## src/rtl/pic_pkg.sv

```systemverilog
package pic_pkg;
  localparam int NLINES = 8;
  localparam int LVL_W  = $clog2(NLINES);

  typedef enum logic [1:0] {CFG_RUN, CFG_BASE, CFG_CASC, CFG_MODE} cfg_state_t;

  // lowest set index (highest priority); 0 when none set
  function automatic logic [LVL_W-1:0] top_level(input logic [NLINES-1:0] v);
    logic [LVL_W-1:0] r;
    r = '0;
    for (int i = NLINES - 1; i >= 0; i--)
      if (v[i]) r = LVL_W'(i);
    return r;
  endfunction

  // bits 0..lvl set: levels that block a request at lvl
  function automatic logic [NLINES-1:0] block_mask(input logic [LVL_W-1:0] lvl);
    logic [NLINES-1:0] m;
    for (int i = 0; i < NLINES; i++)
      m[i] = (LVL_W'(i) <= lvl);
    return m;
  endfunction

  function automatic logic [7:0] make_vec(input logic [7:LVL_W] base, input logic [LVL_W-1:0] lvl);
    return {base, lvl};
  endfunction
endpackage

```

## src/rtl/pic_cfg.sv

```systemverilog
module pic_cfg
  import pic_pkg::*;
(
  input  logic              clk,
  input  logic              rst_n,
  input  logic              wr,
  input  logic              a0,
  input  logic [7:0]        wdata,
  output logic [NLINES-1:0] imr,
  output logic [7:LVL_W]    base,
  output logic              aeoi,
  output logic              rd_isr,
  output logic              init_start,
  output logic              eoi_fire,
  output logic [LVL_W-1:0]  eoi_lvl
);
  cfg_state_t st_q;
  logic       need_mode_q;
  logic       cmd_wr, data_wr, sel_wr;

  assign cmd_wr     = wr && !a0;
  assign data_wr    = wr && a0;
  assign init_start = cmd_wr && wdata[4];
  assign eoi_fire   = cmd_wr && (wdata[7:5] == 3'b011) && (wdata[4:3] == 2'b00);
  assign eoi_lvl    = wdata[LVL_W-1:0];
  assign sel_wr     = cmd_wr && (wdata[4:3] == 2'b01) && wdata[1];

  always_ff @(posedge clk) begin
    if (!rst_n) begin
      st_q        <= CFG_RUN;
      need_mode_q <= 1'b0;
      imr         <= '1;
      base        <= '0;
      aeoi        <= 1'b0;
      rd_isr      <= 1'b0;
    end else if (init_start) begin
      st_q        <= CFG_BASE;
      need_mode_q <= wdata[0];
      imr         <= '1;
      aeoi        <= 1'b0;
      rd_isr      <= 1'b0;
    end else begin
      if (sel_wr) rd_isr <= wdata[0];
      if (data_wr) begin
        unique case (st_q)
          CFG_RUN:  imr <= wdata;
          CFG_BASE: begin base <= wdata[7:LVL_W]; st_q <= CFG_CASC; end
          CFG_CASC: st_q <= need_mode_q ? CFG_MODE : CFG_RUN;
          CFG_MODE: begin aeoi <= wdata[1]; st_q <= CFG_RUN; end
        endcase
      end
    end
  end

  AST_INIT_MASKS_ALL: assert property (@(posedge clk) disable iff (!rst_n)
    init_start |=> (imr == '1) && !rd_isr);
  AST_SELECT_ISR: assert property (@(posedge clk) disable iff (!rst_n)
    cmd_wr && (wdata == 8'h0B) |=> rd_isr);
endmodule

```

## src/rtl/pic_req.sv

```systemverilog
module pic_req
  import pic_pkg::*;
#(
  parameter logic [NLINES-1:0] EDGE_ONLY = 8'h07
) (
  input  logic              clk,
  input  logic              rst_n,
  input  logic [NLINES-1:0] irq_in,
  input  logic [NLINES-1:0] trig_level,
  input  logic [NLINES-1:0] clr,
  output logic [NLINES-1:0] irr
);
  logic [NLINES-1:0] prev_q, lvl_mode, rise;

  assign lvl_mode = trig_level & ~EDGE_ONLY;
  assign rise     = irq_in & ~prev_q;

  always_ff @(posedge clk) begin
    if (!rst_n) prev_q <= '0;
    else        prev_q <= irq_in;
  end

  for (genvar g = 0; g < NLINES; g++) begin : g_line
    always_ff @(posedge clk) begin
      if (!rst_n)            irr[g] <= 1'b0;
      else if (lvl_mode[g])  irr[g] <= irq_in[g];
      else                   irr[g] <= ((irr[g] && !clr[g]) || rise[g]) && irq_in[g];
    end
  end

  AST_EDGE_NO_REFIRE: assert property (@(posedge clk) disable iff (!rst_n)
    clr[NLINES-1] && !lvl_mode[NLINES-1] |=> !irr[NLINES-1]);
endmodule

```

## src/rtl/pic_resolve.sv

```systemverilog
module pic_resolve
  import pic_pkg::*;
(
  input  logic              clk,
  input  logic              rst_n,
  input  logic [NLINES-1:0] irr,
  input  logic [NLINES-1:0] imr,
  input  logic [NLINES-1:0] isr,
  output logic              int_req,
  output logic [LVL_W-1:0]  win_lvl
);
  logic [NLINES-1:0] pend;

  assign pend    = irr & ~imr;
  assign win_lvl = top_level(pend);
  assign int_req = (|pend) && !(|(isr & block_mask(win_lvl)));

  AST_MASK_ALL_QUIET: assert property (@(posedge clk) disable iff (!rst_n)
    (imr == '1) |-> !int_req);
  AST_NESTING_ORDER: assert property (@(posedge clk) disable iff (!rst_n)
    int_req && (isr != '0) |-> top_level(isr) > win_lvl);
endmodule

```

## src/rtl/prio_irq_ctrl.sv

```systemverilog
module prio_irq_ctrl
  import pic_pkg::*;
#(
  parameter logic [7:0] EDGE_ONLY = 8'h07
) (
  input  logic       clk,
  input  logic       rst_n,
  input  logic       host_wr,
  input  logic       host_a0,
  input  logic [7:0] host_wdata,
  output logic [7:0] host_rdata,
  input  logic [7:0] irq_in,
  input  logic [7:0] trig_level,
  output logic       irq_out,
  input  logic       irq_ack,
  output logic [7:0] ack_vec
);
  logic [NLINES-1:0] imr, irr, isr_q, win_oh, clr_irr, eoi_oh;
  logic [7:LVL_W]    base;
  logic              aeoi, rd_isr, init_start, eoi_fire, int_req, real_ack;
  logic [LVL_W-1:0]  eoi_lvl, win_lvl;

  pic_cfg u_cfg (
    .clk(clk), .rst_n(rst_n), .wr(host_wr), .a0(host_a0), .wdata(host_wdata),
    .imr(imr), .base(base), .aeoi(aeoi), .rd_isr(rd_isr),
    .init_start(init_start), .eoi_fire(eoi_fire), .eoi_lvl(eoi_lvl)
  );

  pic_req #(.EDGE_ONLY(EDGE_ONLY)) u_req (
    .clk(clk), .rst_n(rst_n), .irq_in(irq_in), .trig_level(trig_level),
    .clr(clr_irr), .irr(irr)
  );

  pic_resolve u_res (
    .clk(clk), .rst_n(rst_n), .irr(irr), .imr(imr), .isr(isr_q),
    .int_req(int_req), .win_lvl(win_lvl)
  );

  assign real_ack = irq_ack && int_req;
  assign win_oh   = NLINES'(1) << win_lvl;
  assign eoi_oh   = eoi_fire ? (NLINES'(1) << eoi_lvl) : '0;
  assign clr_irr  = real_ack ? win_oh : '0;

  always_ff @(posedge clk) begin
    if (!rst_n || init_start) isr_q <= '0;
    else isr_q <= (isr_q & ~eoi_oh) | ((real_ack && !aeoi) ? win_oh : '0);
  end

  assign irq_out    = int_req;
  assign ack_vec    = make_vec(base, real_ack ? win_lvl : LVL_W'(NLINES - 1));
  assign host_rdata = host_a0 ? imr : (rd_isr ? isr_q : irr);

  AST_ACK_MARKS_ISR: assert property (@(posedge clk) disable iff (!rst_n)
    irq_ack && int_req && !aeoi && !eoi_fire && !init_start
      |=> (isr_q & $past(win_oh)) != '0);
  AST_SPURIOUS_NO_ISR: assert property (@(posedge clk) disable iff (!rst_n)
    irq_ack && !int_req && !eoi_fire && !init_start |=> isr_q == $past(isr_q));
  AST_AUTO_RETIRE: assert property (@(posedge clk) disable iff (!rst_n)
    irq_ack && aeoi && !eoi_fire && !init_start |=> isr_q == $past(isr_q));
  AST_EOI_CLEARS: assert property (@(posedge clk) disable iff (!rst_n)
    eoi_fire && !irq_ack |=> !isr_q[$past(eoi_lvl)]);
  AST_INIT_CLEARS_ISR: assert property (@(posedge clk) disable iff (!rst_n)
    init_start |=> isr_q == '0);
endmodule

```

## config.mk

```make
export PLATFORM = sky130hd
export DESIGN_NAME = prio_irq_ctrl
export DESIGN_NICKNAME = d
export VERILOG_FILES = /design/src/rtl/pic_pkg.sv /design/src/rtl/pic_cfg.sv /design/src/rtl/pic_req.sv /design/src/rtl/pic_resolve.sv /design/src/rtl/prio_irq_ctrl.sv
export SDC_FILE = /design/constraint.sdc
export NUM_CORES = 1
export LEC_CHECK = 0
export BUFFER_PORTS_ARGS = -buffer_cell sky130_fd_sc_hd__buf_2
export CORE_MARGIN = 1.5
export CORE_UTILIZATION = 58
export DETAILED_ROUTE_END_ITERATION = 16
export PLACE_DENSITY = 0.84
export RECOVER_POWER = 100
export SKIP_CTS_REPAIR_TIMING = 1
export SYNTH_ARGS = -nofsm -noshare
export SYNTH_HDL_FRONTEND = slang
export SYNTH_SLANG_ARGS = --single-unit
export TNS_END_PERCENT = 30
```

## constraint.sdc

```tcl
create_clock -name clk -period 3.1 [get_ports clk]
set_clock_uncertainty 0.05 [all_clocks]
set_input_delay 0.31 -clock clk [delete_from_list [all_inputs] [get_ports clk]]
set_output_delay 0.31 -clock clk [all_outputs]
set_load 0.02 [all_outputs]
```

======== Yosys cells after proc, flatten, opt, wreduce, memory -nomap -nowiden ========
Index checks and enable logic that the tools add are counted.
Widths: inputs -> output; s select.
cells by class
  multiplexer cells ....................... 23
  shifts and indexed selects .............. 2
  reductions and logical operators ........ 60
  magnitude comparators ................... 8
  bitwise gates (word level) .............. 10
  equal/unequal tests ..................... 5
  $mul .................................... 0
  $add $sub $neg .......................... 0
  div/mod/pow operators ................... 0
operator list
  kind                 number
  $mux 8               5
  $and 8x8->8          4
  $mux 3               9
  $logic_and 1x1->1    26
  $not 8->8            3
  $reduce_or 8->1      2
  $shl 1x3->8 const A  2
  $le 3x3->1 const A   4
  $logic_not 1->1      12
  $logic_or 1x1->1     9
  $or 8x8->8           1
  $reduce_and 2->1     4
  $mux 1               7
  $le 1x3->1 const A   2
  $le 2x3->1 const A   2
  $pmux 2 s3           1
  $eq 2x1->1 const B   2
  $eq 2x2->1 const B   2
  $logic_not 2->1      2
  $reduce_bool 4->1    1
  $eq 3x2->1 const B   1
  $reduce_and 3->1     1
  $reduce_bool 3->1    1
  $mux 2               1
  3 further kinds      4
word-level totals
  output and inout bits ................... 17
  register bits ........................... 42
  RAM bits ................................ 0
  memories kept ........................... 0
  latch bits .............................. 0
  ROM bits ................................ 0

======== Logic depth before layout (Yosys ltp) ========
Gate-level depths: netlist of the first run.
  word-level depth ........................ 22
  mapped depth ............................ 7

======== Cells and area by module ========
Synthesis of the first run repeated with hierarchy kept, for this count alone.
unflattened totals
  cells, all modules ...................... 254
  area, all modules ....................... 2208.4 sq um
modules (own cells, without submodules)
  module         cells each  area each (sq um)  seq. area each (sq um)  instances
  pic_cfg        95          825.8              360.3                   1
  prio_irq_ctrl  78          634.4              160.2                   1
  pic_req        45          530.5              320.3                   1
  pic_resolve    36          217.7              0.0                     1

======== Worst setup path after synthesis of the first run ========
No wires, ideal clock.
  path kind ............................... register -> output
  start ................................... register u_req.irr[2]
  end ..................................... output port irq_out
  data arrival time ....................... 1.738 ns
  cell stages (with the launch flop) ...... 7
  setup slack ............................. 1.002 ns
  path buffers ............................ 0
  path through ............................ dfxtp_1 -> nor2b_4 -> o21ai_2 -> a22o_1 -> a211oi_1 -> o2bb2ai_1 -> nor3_1
on the way
  longest elaborated chain between the ends .. 9
  elaborated cells on any way between the ends .. 17
RTL lines
  element                                   RTL line             source
  from (decl)                               pic_req.sv:11        output logic [NLINES-1:0] irr
  from (signal, indexed assignment)         pic_req.sv:26        else if (lvl_mode[g]) irr[g] <= irq_in[g];
  from (signal, indexed assignment)         pic_req.sv:27        else irr[g] <= ((irr[g] && !clr[g]) || rise[g]) && irq_in[g];
  $and 8x8->8 *                             pic_resolve.sv:14    assign pend = irr & ~imr;
  $mux 3 (3 in a row)                       pic_pkg.sv:12        if (v[i]) r = LVL_W'(i);
  $le 1x3->1, or another cell as far along  pic_pkg.sv:20        m[i] = (LVL_W'(i) <= lvl);
  $and 8x8->8                               pic_resolve.sv:16    assign int_req = (|pend) && !(|(isr & block_mask(win_lvl)));
  $reduce_or 8->1                           pic_resolve.sv:16
  $logic_not 1->1                           pic_resolve.sv:16
  $logic_and 1x1->1 *                       pic_resolve.sv:16
  to (decl)                                 prio_irq_ctrl.sv:14  output logic irq_out,
Every way passes the cells marked *; elsewhere a longest branch is shown, timed or not.

======== Worst setup path after layout of the first run ========
  start ................................... register u_cfg.imr[6]
  end ..................................... output port ack_vec[0]
on the way
  longest elaborated chain between the ends .. 16
  elaborated cells on any way between the ends .. 24
RTL lines
  element                                   RTL line             source
  from (decl)                               pic_cfg.sv:9         output logic [NLINES-1:0] imr,
  from (signal assigned)                    pic_cfg.sv:46        CFG_RUN: imr <= wdata;
  $not 8->8 *                               pic_resolve.sv:14
  $and 8x8->8 *                             pic_resolve.sv:14
  $mux 3 (7 in a row)                       pic_pkg.sv:12
  $le 1x3->1, or another cell as far along  pic_pkg.sv:20
  $and 8x8->8                               pic_resolve.sv:16
  $reduce_or 8->1                           pic_resolve.sv:16
  $logic_not 1->1                           pic_resolve.sv:16
  $logic_and 1x1->1                         pic_resolve.sv:16
  $logic_and 1x1->1                         prio_irq_ctrl.sv:39  assign real_ack = irq_ack && int_req;
  $mux 3 *                                  prio_irq_ctrl.sv:50  assign ack_vec = make_vec(base, real_ack ? win_lvl : LVL_W'(NLINES - 1));
  to (decl)                                 prio_irq_ctrl.sv:16  output logic [7:0] ack_vec
Marked as above.

==> results of run 1 <==
[kinds of logic (layout without fill, tap and decap cells)]
group | after synthesis | in the layout | share of synthesized area
compound gates | 68 | 68 | 0.230
buf+inv | 19 | 61 | 0.0352
flops | 42 | 42 | 0.375
mux | 16 | 16 | 0.0714
simple gates | 121 | 121 | 0.288
[sequential cells by signal, indices dropped and copies added (netlist names)]
name / cells
u_cfg.base: 5
u_req.irr: 8
u_cfg.st_q: 2
u_cfg.need_mode_q: 1
u_cfg.imr: 8
u_req.prev_q: 8
u_cfg.rd_isr: 1
isr_q: 8
u_cfg.aeoi: 1
[worst max-delay path: cells and delay by family (launching register included)]
family,cells,cell delay [ns]
AOI/OAI and AO/OA,1,0.86
DFF,1,0.39
and+or+nand+nor,4,0.67
buffers and inverters,1,0.17
[power groups by stage]
stage               Sequential, mW  Clock [mW]  Combinational [mW]
floorplan                    0.591           0               0.128
global route                 0.589       0.455               0.201
detailed placement           0.597           0               0.188
CTS                          0.585       0.429               0.188
global placement             0.597           0               0.184
finish                       0.585       0.430               0.182
[layout make-up]
class / count / area, um^2
sequential: 42 / 841
timing repair buffer: 42 / 189
inverter: 11 / 41.3
clock buffer: 7 / 76.3
clock inverter: 1 / 30.0
multi-input combinational: 205 / 1310
tap: 48 / 60.1
fill: 333 / 1150
[cell usage in the layout, fill, tap and decap left out, types with 3 or more instances in the layout]
| master | Yosys | layout |
|---|---|---|
| buf_2 | 0 | 25 |
| clkbuf_1 | 6 | 19 |
| a41oi_1 | 3 | 3 |
| inv_1 | 11 | 11 |
| nor2b_4 | 3 | 3 |
| nand2b_1 | 9 | 9 |
| or2b_1 | 3 | 4 |
| nor2_1 | 15 | 15 |
| a31oi_1 | 5 | 5 |
| dfxtp_1 | 42 | 42 |
| o21ai_1 | 6 | 6 |
| o41ai_1 | 2 | 3 |
| o21ai_0 | 17 | 17 |
| clkbuf_8 | 0 | 5 |
| and2_0 | 0 | 5 |
| nor2b_1 | 11 | 11 |
| o211ai_1 | 6 | 6 |
| nand2_1 | 40 | 40 |
| mux2i_1 | 16 | 16 |
| o31a_1 | 3 | 3 |
| nand3_1 | 15 | 15 |
| nor3_1 | 5 | 5 |
| a21oi_1 | 3 | 3 |
[routing by layer]
layer,vias to the layer above,part of all wire,global-route usage,routed length [um]
met5,-,0,0,0
met3,13,0.058,0.0548,317
li1,1040,-,-,-
met2,72,0.46,0.460,2510
met1,931,0.46,0.354,2520
met4,0,0.022,0.117,122
[metrics by stage]
stage / power (mW) / cells
after floorplan: 0.719 / 266
after global placement: 0.780 / 348
after detailed placement: 0.785 / 348
after CTS: 1.20 / 356
after global routing: 1.25 / 356
final: 1.20 / 356
[final timing paths]
kind	start	endpoint	slack [ns]	depth (start not counted)
worst max-delay path	u_cfg.imr[6]$_SDFFE_PP1P_	ack_vec[0]	0.36	6
worst min-delay path	irq_in[3]	u_req.prev_q[3]$_SDFF_PN0_	0.16	3
worst max register to register	u_cfg.imr[6]$_SDFFE_PP1P_	u_req.irr[2]$_SDFF_PN0_	0.77	6
worst min register to register	u_req.prev_q[3]$_SDFF_PN0_	u_req.irr[3]$_SDFF_PN0_	0.37	1
==> reports/qor.yml, run 1 <==
status: "finished clean"
leakagePower_nw: 0.999
hold_path_class: "in -> reg"
yosys_warnings: 0
timing.critical_path.cells: "nand2b_1 -> nand2_1 -> o41ai_1 -> nor2_1 -> nand3_1 -> buf_2"
clock_latency_ns: 0.30
power.share.switching: 0.273
drtAntennaViolNets: 0
dpl_cell_area_um2: 2470
setup_violations: 0
worst_vdd_rail_ir_drop_uv: 280
yosys.area.top_type_share: 0.375
synthMostInstantiatedCell: "dfxtp_1"
design.final.nets: 336
cts-root-to-sink-buffers: 2
vias: 2056
routedWlPerCell_um: 15.4
dominantRegCellSynth: "dfxtp_1"
rsz0062_at_grt: "no"
post-synth-top-area-cell: "dfxtp_1"
cts_root_buf: "clkbuf_8"
timing.critical_path.required_ns: 2.74
kind_of_capture_point_of_the_worst_setup_path: "output port"
max-cap-violations: 0
grt_first_pass_wirelength_um: 9070
tns_ns: 0
pre_cts_ws_ns: 0.807
initial_core_util: 0.608
critPathSlowestCell: "o41ai_1"
htreeDepth: 2
core_box_area_um2: 3690
antenna_found_initial: 0
max_stage_delay_ns: 0.86
clock_sink_count: 42
place_hpwl_um: 4150
synth-edff-count: 0
synth_nets: 295
finalCoreUtilization: 0.689
final_min_period_over_clock_period: 0.885
number_of_primary_i_o_pins: 46
p_per_area_nw_per_um2: 471
finalCriticalPeriod_ns: 2.74
drtPass1Iterations: 4
timing.setup.critical_path_class: "reg -> out"
grtUsageTotal: 0.279
cp.arrival_ns: 2.38
cts_made_buffers: 5
tritoncts_clock_tree: "built"
internal-power_uw: 871
maximum_number_of_pins_on_one_net_before_global_route_repair: 22
drtIter0Drc: 171
hold_slack_ns: 0.163
crit_path_max_fanout: 6
worst_pin_slew_ns: 0.958
slew_headroom: 0.353
portBuffers: 42
synth.cells.most_frequent: "dfxtp_1, nand2_1, o21ai_0"
critical_path.startpoint_type: "flop"
switchingPower_uw: 327
std_cell_rows: 22
yosysUniqueCellTypes: 52
floorplan.die.width_um: 65.2
timing_max_transition_violations_final: 0
mappedNetlistArea_um2: 2240
num_antenna_cells: 0
avgSynthCellArea_um2: 8.43
finalHoldViolCount: 0
die_h_um: 65.2
setup_slack_ns: 0.356
ys_top_cells_by_area: "dfxtp_1, mux2i_1, nand2_1"
power.clock.fraction: 0.359
synthCells: 266
fmaxAchievable_mhz: 364
stdcell_area_um2: 2540
drc_errors: 0
die-area_um2: 4250
final_layout_size_suffix_gt1_frac: 0.149
path_clk_slew_ns: 0.08
routed_wirelength_um: 5470
first_global_vias: 1904
synth.yosys.seq_area_share: 0.375
gp_congestion: 0.896
grt_overflow: 0
avgViaCountPerCell: 5.78
seq_power_share: 0.489
comb_power_share: 0.152
synth_seq_cells: 42
syn_to_final_growth_pct: 13.4
asyncSetResetFlopFracSynth: 0
Power figures use the tool's default switching activity.
==> inputs of run 2 (changes only) <==
--- a/config.mk
+++ b/config.mk
@@ -11,6 +11,7 @@
 export DETAILED_ROUTE_END_ITERATION = 16
 export PLACE_DENSITY = 0.84
 export RECOVER_POWER = 100
+export REMOVE_ABC_BUFFERS = 1
 export SKIP_CTS_REPAIR_TIMING = 1
 export SYNTH_ARGS = -nofsm -noshare
 export SYNTH_HDL_FRONTEND = slang
==> reports/qor.yml, run 2 (synthesized netlist as in run 1, its figures left out) <==
status: "finished clean"
dp_cells: 348
pre_cts_ws_ns: 0.833
worst_pin_slew_ns: 0.792
fmaxAchievable_mhz: 378
crit_path_max_fanout: 5
timing.critical_path.max_delay_family: "compound AO/OA/AOI/OAI gates"
design.final.nets: 336
routedWlPerCell_um: 15.5
timing.setup.critical_path_class: "reg -> out"
fin_cells: 356
switchingPower_uw: 331
std_cell_rows: 22
drtAntennaViolNets: 0
rsz0062_at_grt: "no"
seq_power_share: 0.521
layout.cells.most_common: "dfxtp_1"
setup_slack_ns: 0.452
grtUsageTotal: 0.282
die-area_um2: 4250
gp_congestion: 0.934
kind_of_capture_point_of_the_worst_setup_path: "output port"
p_per_area_nw_per_um2: 442
final_layout_size_suffix_gt1_frac: 0.159
cts_made_buffers: 5
power.clock.fraction: 0.314
r2r.worst_path.cells: 6
max-cap-violations: 0
stdcell_area_um2: 2530
routed_wirelength_um: 5530
hold_path_class: "in -> reg"
critical_path.startpoint_type: "flop"
floorplan.die.width_um: 65.2
htreeDepth: 2
clock_sink_count: 42
hold_path.startpoint: "irq_in[3]"
timing_max_transition_violations_final: 0
final_min_period_over_clock_period: 0.854
regToRegStartpoint: "u_req.irr[4]$_SDFF_PN0_"
crit_cells: 7
place_hpwl_um: 4300
clock_latency_ns: 0.31
avgViaCountPerCell: 5.74
wl_met3_um: 320
drt-met1-wl_um: 2570
grt_first_pass_wirelength_um: 9060
slew_headroom: 0.468
finalHoldViolCount: 0
cts-root-to-sink-buffers: 2
drc_errors: 0
power.share.switching: 0.295
grt_overflow: 0
drtPass1Iterations: 4
timing.critical_path.required_ns: 2.74
met2RoutedLength_um: 2580
critical_path.startpoint: "u_req.irr[2]$_SDFF_PN0_"
tritoncts_clock_tree: "built"
antenna_found_initial: 0
vias: 2043
timing.critical_path.cells: "nor2b_4 -> o21ai_2 -> a22o_1 -> a211oi_1 -> o2bb2ai_1 -> a2111o_1 -> clkbuf_1"
cp.buffers_inverters: 1
worst_vdd_rail_ir_drop_uv: 360
maximum_number_of_pins_on_one_net_before_global_route_repair: 22
ff2ff_setup_slack_ns: 0.89
first_global_vias: 1859
num_antenna_cells: 0
setup_violations: 0
syn_to_final_growth_pct: 13.1
top_library_cells_by_usage_in_the_layout_fill_and_taps_aside: "dfxtp_1, nand2_1, buf_2"
internal-power_uw: 790
worstReg2RegEnd: "u_req.irr[3]$_SDFF_PN0_"
multiInputGateArea_um2: 1320
finalCriticalPeriod_ns: 2.65
path_clk_slew_ns: 0.08
max_stage_delay_ns: 0.40
n_fill_cell: 354
tns_ns: 0
dpl_cell_area_um2: 2470
comb_power_share: 0.165
portBuffers: 42
die_h_um: 65.2
cp.arrival_ns: 2.29
drtIter0Drc: 137
number_of_primary_i_o_pins: 46
critPathSlowestCell: "dfxtp_1"
leakagePower_nw: 1.00
topRoutingLayerUsed: "met4"
seq_area_um2: 841
initial_core_util: 0.608
hold_depth: 3
cts_root_buf: "clkbuf_8"
cp-endpoint: "ack_vec[1]"
core_box_area_um2: 3690
run 2: area by class of cell:
type,instances,share of cell area
Clock buffer,6,0.0286
Clock inverter,2,0.00543
Inverter,11,0.0163
Multi-Input combinational cell,205,0.520
Sequential cell,42,0.332
Tap cell,48,0.0237
Timing Repair Buffer,42,0.0745
run 2: worst reg2reg max path: cells and delay by family (launching register included):
| family | cells | cell delay, ns |
|---|---|---|
| DFF | 1 | 0.40 |
| AOI/OAI and AO/OA | 4 | 1.21 |
| and+or+nand+nor | 2 | 0.42 |
run 2: how the worst min path moves through the flow:
stage | to | slack, ns
2_1_floorplan | u_req.irr[3]$_SDFF_PN0_ | 0.34
3_3_place_gp | u_req.irr[1]$_SDFF_PN0_ | 0.35
3_5_place_dp | u_req.irr[1]$_SDFF_PN0_ | 0.35
4_1_cts | u_req.prev_q[3]$_SDFF_PN0_ | 0.17
5_1_grt | u_req.irr[7]$_SDFF_PN0_ | 0.18
6_report | u_req.prev_q[3]$_SDFF_PN0_ | 0.17
run 2: per-layer routing:
layer | vias up | GRT usage
li1 | 1037 | -
met2 | 57 | 0.460
met4 | 0 | 0.0729
met5 | - | 0
met3 | 7 | 0.0685
met1 | 942 | 0.374
run 2: metrics by stage:
| step | utilization | hold slack (ns) | power (mW) |
|---|---|---|---|
| final | 0.687 | 0.168 | 1.12 |
| after global routing | 0.687 | 0.176 | 1.17 |
| after CTS | 0.694 | 0.165 | 1.13 |
| after floorplan | - | 0.341 | 0.714 |
| after detailed placement | 0.671 | 0.352 | 0.785 |
| after global placement | 0.671 | 0.350 | 0.781 |
run 2: power by group through the flow:
stage / Clock (mW) / Sequential [mW] / Combinational, mW
detailed placement: 0 / 0.597 / 0.189
CTS: 0.355 / 0.584 / 0.189
floorplan: 0 / 0.592 / 0.122
finish: 0.352 / 0.585 / 0.185
global route: 0.379 / 0.588 / 0.205
global placement: 0 / 0.595 / 0.185
==> inputs of run 3 (changes only) <==
--- a/config.mk
+++ b/config.mk
@@ -5,6 +5,7 @@
 export SDC_FILE = /design/constraint.sdc
 export NUM_CORES = 1
 export LEC_CHECK = 0
+export ABC_AREA = 1
 export BUFFER_PORTS_ARGS = -buffer_cell sky130_fd_sc_hd__buf_2
 export CORE_MARGIN = 1.5
 export CORE_UTILIZATION = 58
==> reports/qor.yml, run 3 <==
status: "finished clean"
maximum_number_of_pins_on_one_net_before_global_route_repair: 18
rsz0062_at_grt: "no"
cts_made_buffers: 5
ys_top_cells_by_area: "dfxtp_1, nand2_1, a21oi_1"
avgViaCountPerCell: 5.53
core_box_area_um2: 3390
die_h_um: 63.1
power.share.switching: 0.287
syn_to_final_growth_pct: 13.5
yosys.area.top_type_share: 0.402
routedWlPerCell_um: 13.5
finalCriticalPeriod_ns: 2.64
tritoncts_clock_tree: "built"
worst_pin_slew_ns: 0.732
max-cap-violations: 0
cts-root-to-sink-buffers: 2
yosysUniqueCellTypes: 33
place_hpwl_um: 3920
grt_first_pass_wirelength_um: 8380
synthCells: 290
finalHoldViolCount: 0
die-area_um2: 3980
fin_cells: 378
top_library_cells_by_usage_in_the_layout_fill_and_taps_aside: "nand2_1, dfxtp_1, inv_1, a21oi_1, buf_2"
synth.cells.most_frequent: "nand2_1, dfxtp_1, a21oi_1, inv_1, nor2_1"
worst_vdd_rail_ir_drop_uv: 342
portBuffers: 42
clock_sink_count: 42
timing_max_transition_violations_final: 0
crit_path_max_fanout: 7
seq_power_share: 0.517
asyncSetResetFlopFracSynth: 0
setup_violations: 0
grtUsageTotal: 0.269
leakagePower_nw: 1.06
internal-power_uw: 796
drc_errors: 0
floorplan.die.width_um: 63.1
synth.yosys.seq_area_share: 0.402
hold_path_class: "in -> reg"
mappedNetlistArea_um2: 2090
clock_latency_ns: 0.35
n_fill_cell: 305
slew_headroom: 0.512
antenna_found_initial: 0
path_clk_slew_ns: 0.11
cp.arrival_ns: 2.28
fmaxAchievable_mhz: 378
cts_root_buf: "clkbuf_4"
kind_of_capture_point_of_the_worst_setup_path: "output port"
dominantRegCellSynth: "dfxtp_1"
timing.critical_path.required_ns: 2.74
final_layout_size_suffix_gt1_frac: 0.169
multiInputGateArea_um2: 1030
final_min_period_over_clock_period: 0.852
htreeDepth: 2
p_per_area_nw_per_um2: 470
std_cell_rows: 21
post-synth-top-area-cell: "dfxtp_1"
yosys_warnings: 0
comb_power_share: 0.174
avgSynthCellArea_um2: 7.21
vias: 2089
synth-edff-count: 0
dp_cells: 370
tns_ns: 0
first_global_vias: 1839
synth_seq_cells: 42
synthMostInstantiatedCell: "nand2_1"
seq_area_um2: 841
drtAntennaViolNets: 0
layout.cells.most_common: "nand2_1"
critical_path.startpoint_type: "flop"
gp_congestion: 0.881
num_antenna_cells: 0
drtPass1Iterations: 4
routed_wirelength_um: 5100
design.final.nets: 360
drtIter0Drc: 160
number_of_primary_i_o_pins: 46
initial_core_util: 0.617
switchingPower_uw: 320
grt_overflow: 0
power.clock.fraction: 0.309
timing.setup.critical_path_class: "reg -> out"
-- run 3: stage by stage --
step                setup WS, ns  hold slack (ns)   util  area (um^2)  power (mW)
floorplan                   1.21            0.336      -         2060       0.717
global placement            1.00            0.340  0.687         2330       0.781
detailed placement         0.979            0.351  0.687         2330       0.786
CTS                        0.576            0.105  0.709         2400        1.12
global route               0.162            0.101  0.701         2370        1.16
finish                     0.457            0.107  0.701         2370        1.12
-- run 3: final timing paths --
check | start | depth (start not counted) | slack, ns | to
setup / recovery | u_cfg.imr[6]$_SDFFE_PP1P_ | 15 | 0.46 | ack_vec[0]
hold / removal | irq_in[5] | 3 | 0.11 | u_req.prev_q[5]$_SDFF_PN0_
setup reg to reg | u_req.irr[7]$_SDFF_PN0_ | 16 | 0.90 | u_req.irr[6]$_SDFF_PN0_
hold reg to reg | u_req.prev_q[1]$_SDFF_PN0_ | 1 | 0.37 | u_req.irr[1]$_SDFF_PN0_
-- run 3: logic make-up (layout without fill, tap and decap cells) --
| family | Yosys count | count (layout) | synth area share |
|---|---|---|---|
| DFF | 42 | 42 | 0.402 |
| and+or+nand+nor | 117 | 117 | 0.281 |
| buffers and inverters | 56 | 98 | 0.103 |
| AOI/OAI and AO/OA | 75 | 75 | 0.214 |
-- run 3: final cells by class --
type                            instances  area share
Multi-Input combinational cell        192       0.434
Sequential cell                        42       0.354
Timing Repair Buffer                   42      0.0796
Inverter                               48      0.0764
Tap cell                               46      0.0242
Clock buffer                            7      0.0190
Clock inverter                          1      0.0126
-- run 3: power groups by stage --
stage | Clock (mW) | Combinational (mW) | Sequential, mW
final | 0.345 | 0.194 | 0.577
after global routing | 0.369 | 0.215 | 0.580
after CTS | 0.349 | 0.198 | 0.577
after detailed placement | 0 | 0.197 | 0.589
after global placement | 0 | 0.193 | 0.588
after floorplan | 0 | 0.130 | 0.587
-- run 3: critical path: stages (launching register included) --
cell and delay (ns):
dfxtp_1 0.32, inv_1 0.10, nand2_1 0.09, nand2_1 0.07, nand2_1 0.05, nand2_1 0.06, nand2_1 0.05, nand2_1 0.05
nand2_1 0.09, nand2_1 0.23, nand2_1 0.13, nand2_2 0.09, nand3_4 0.11, nor3b_2 0.26, nand2_1 0.07, clkbuf_1 0.17
-- run 3: per-layer routing --
layer	up-vias	share of wire	GRT usage
li1	1065	-	-
met1	934	0.46	0.361
met2	83	0.46	0.436
met3	7	0.067	0.0571
met4	0	0.016	0.0833
met5	-	0	0
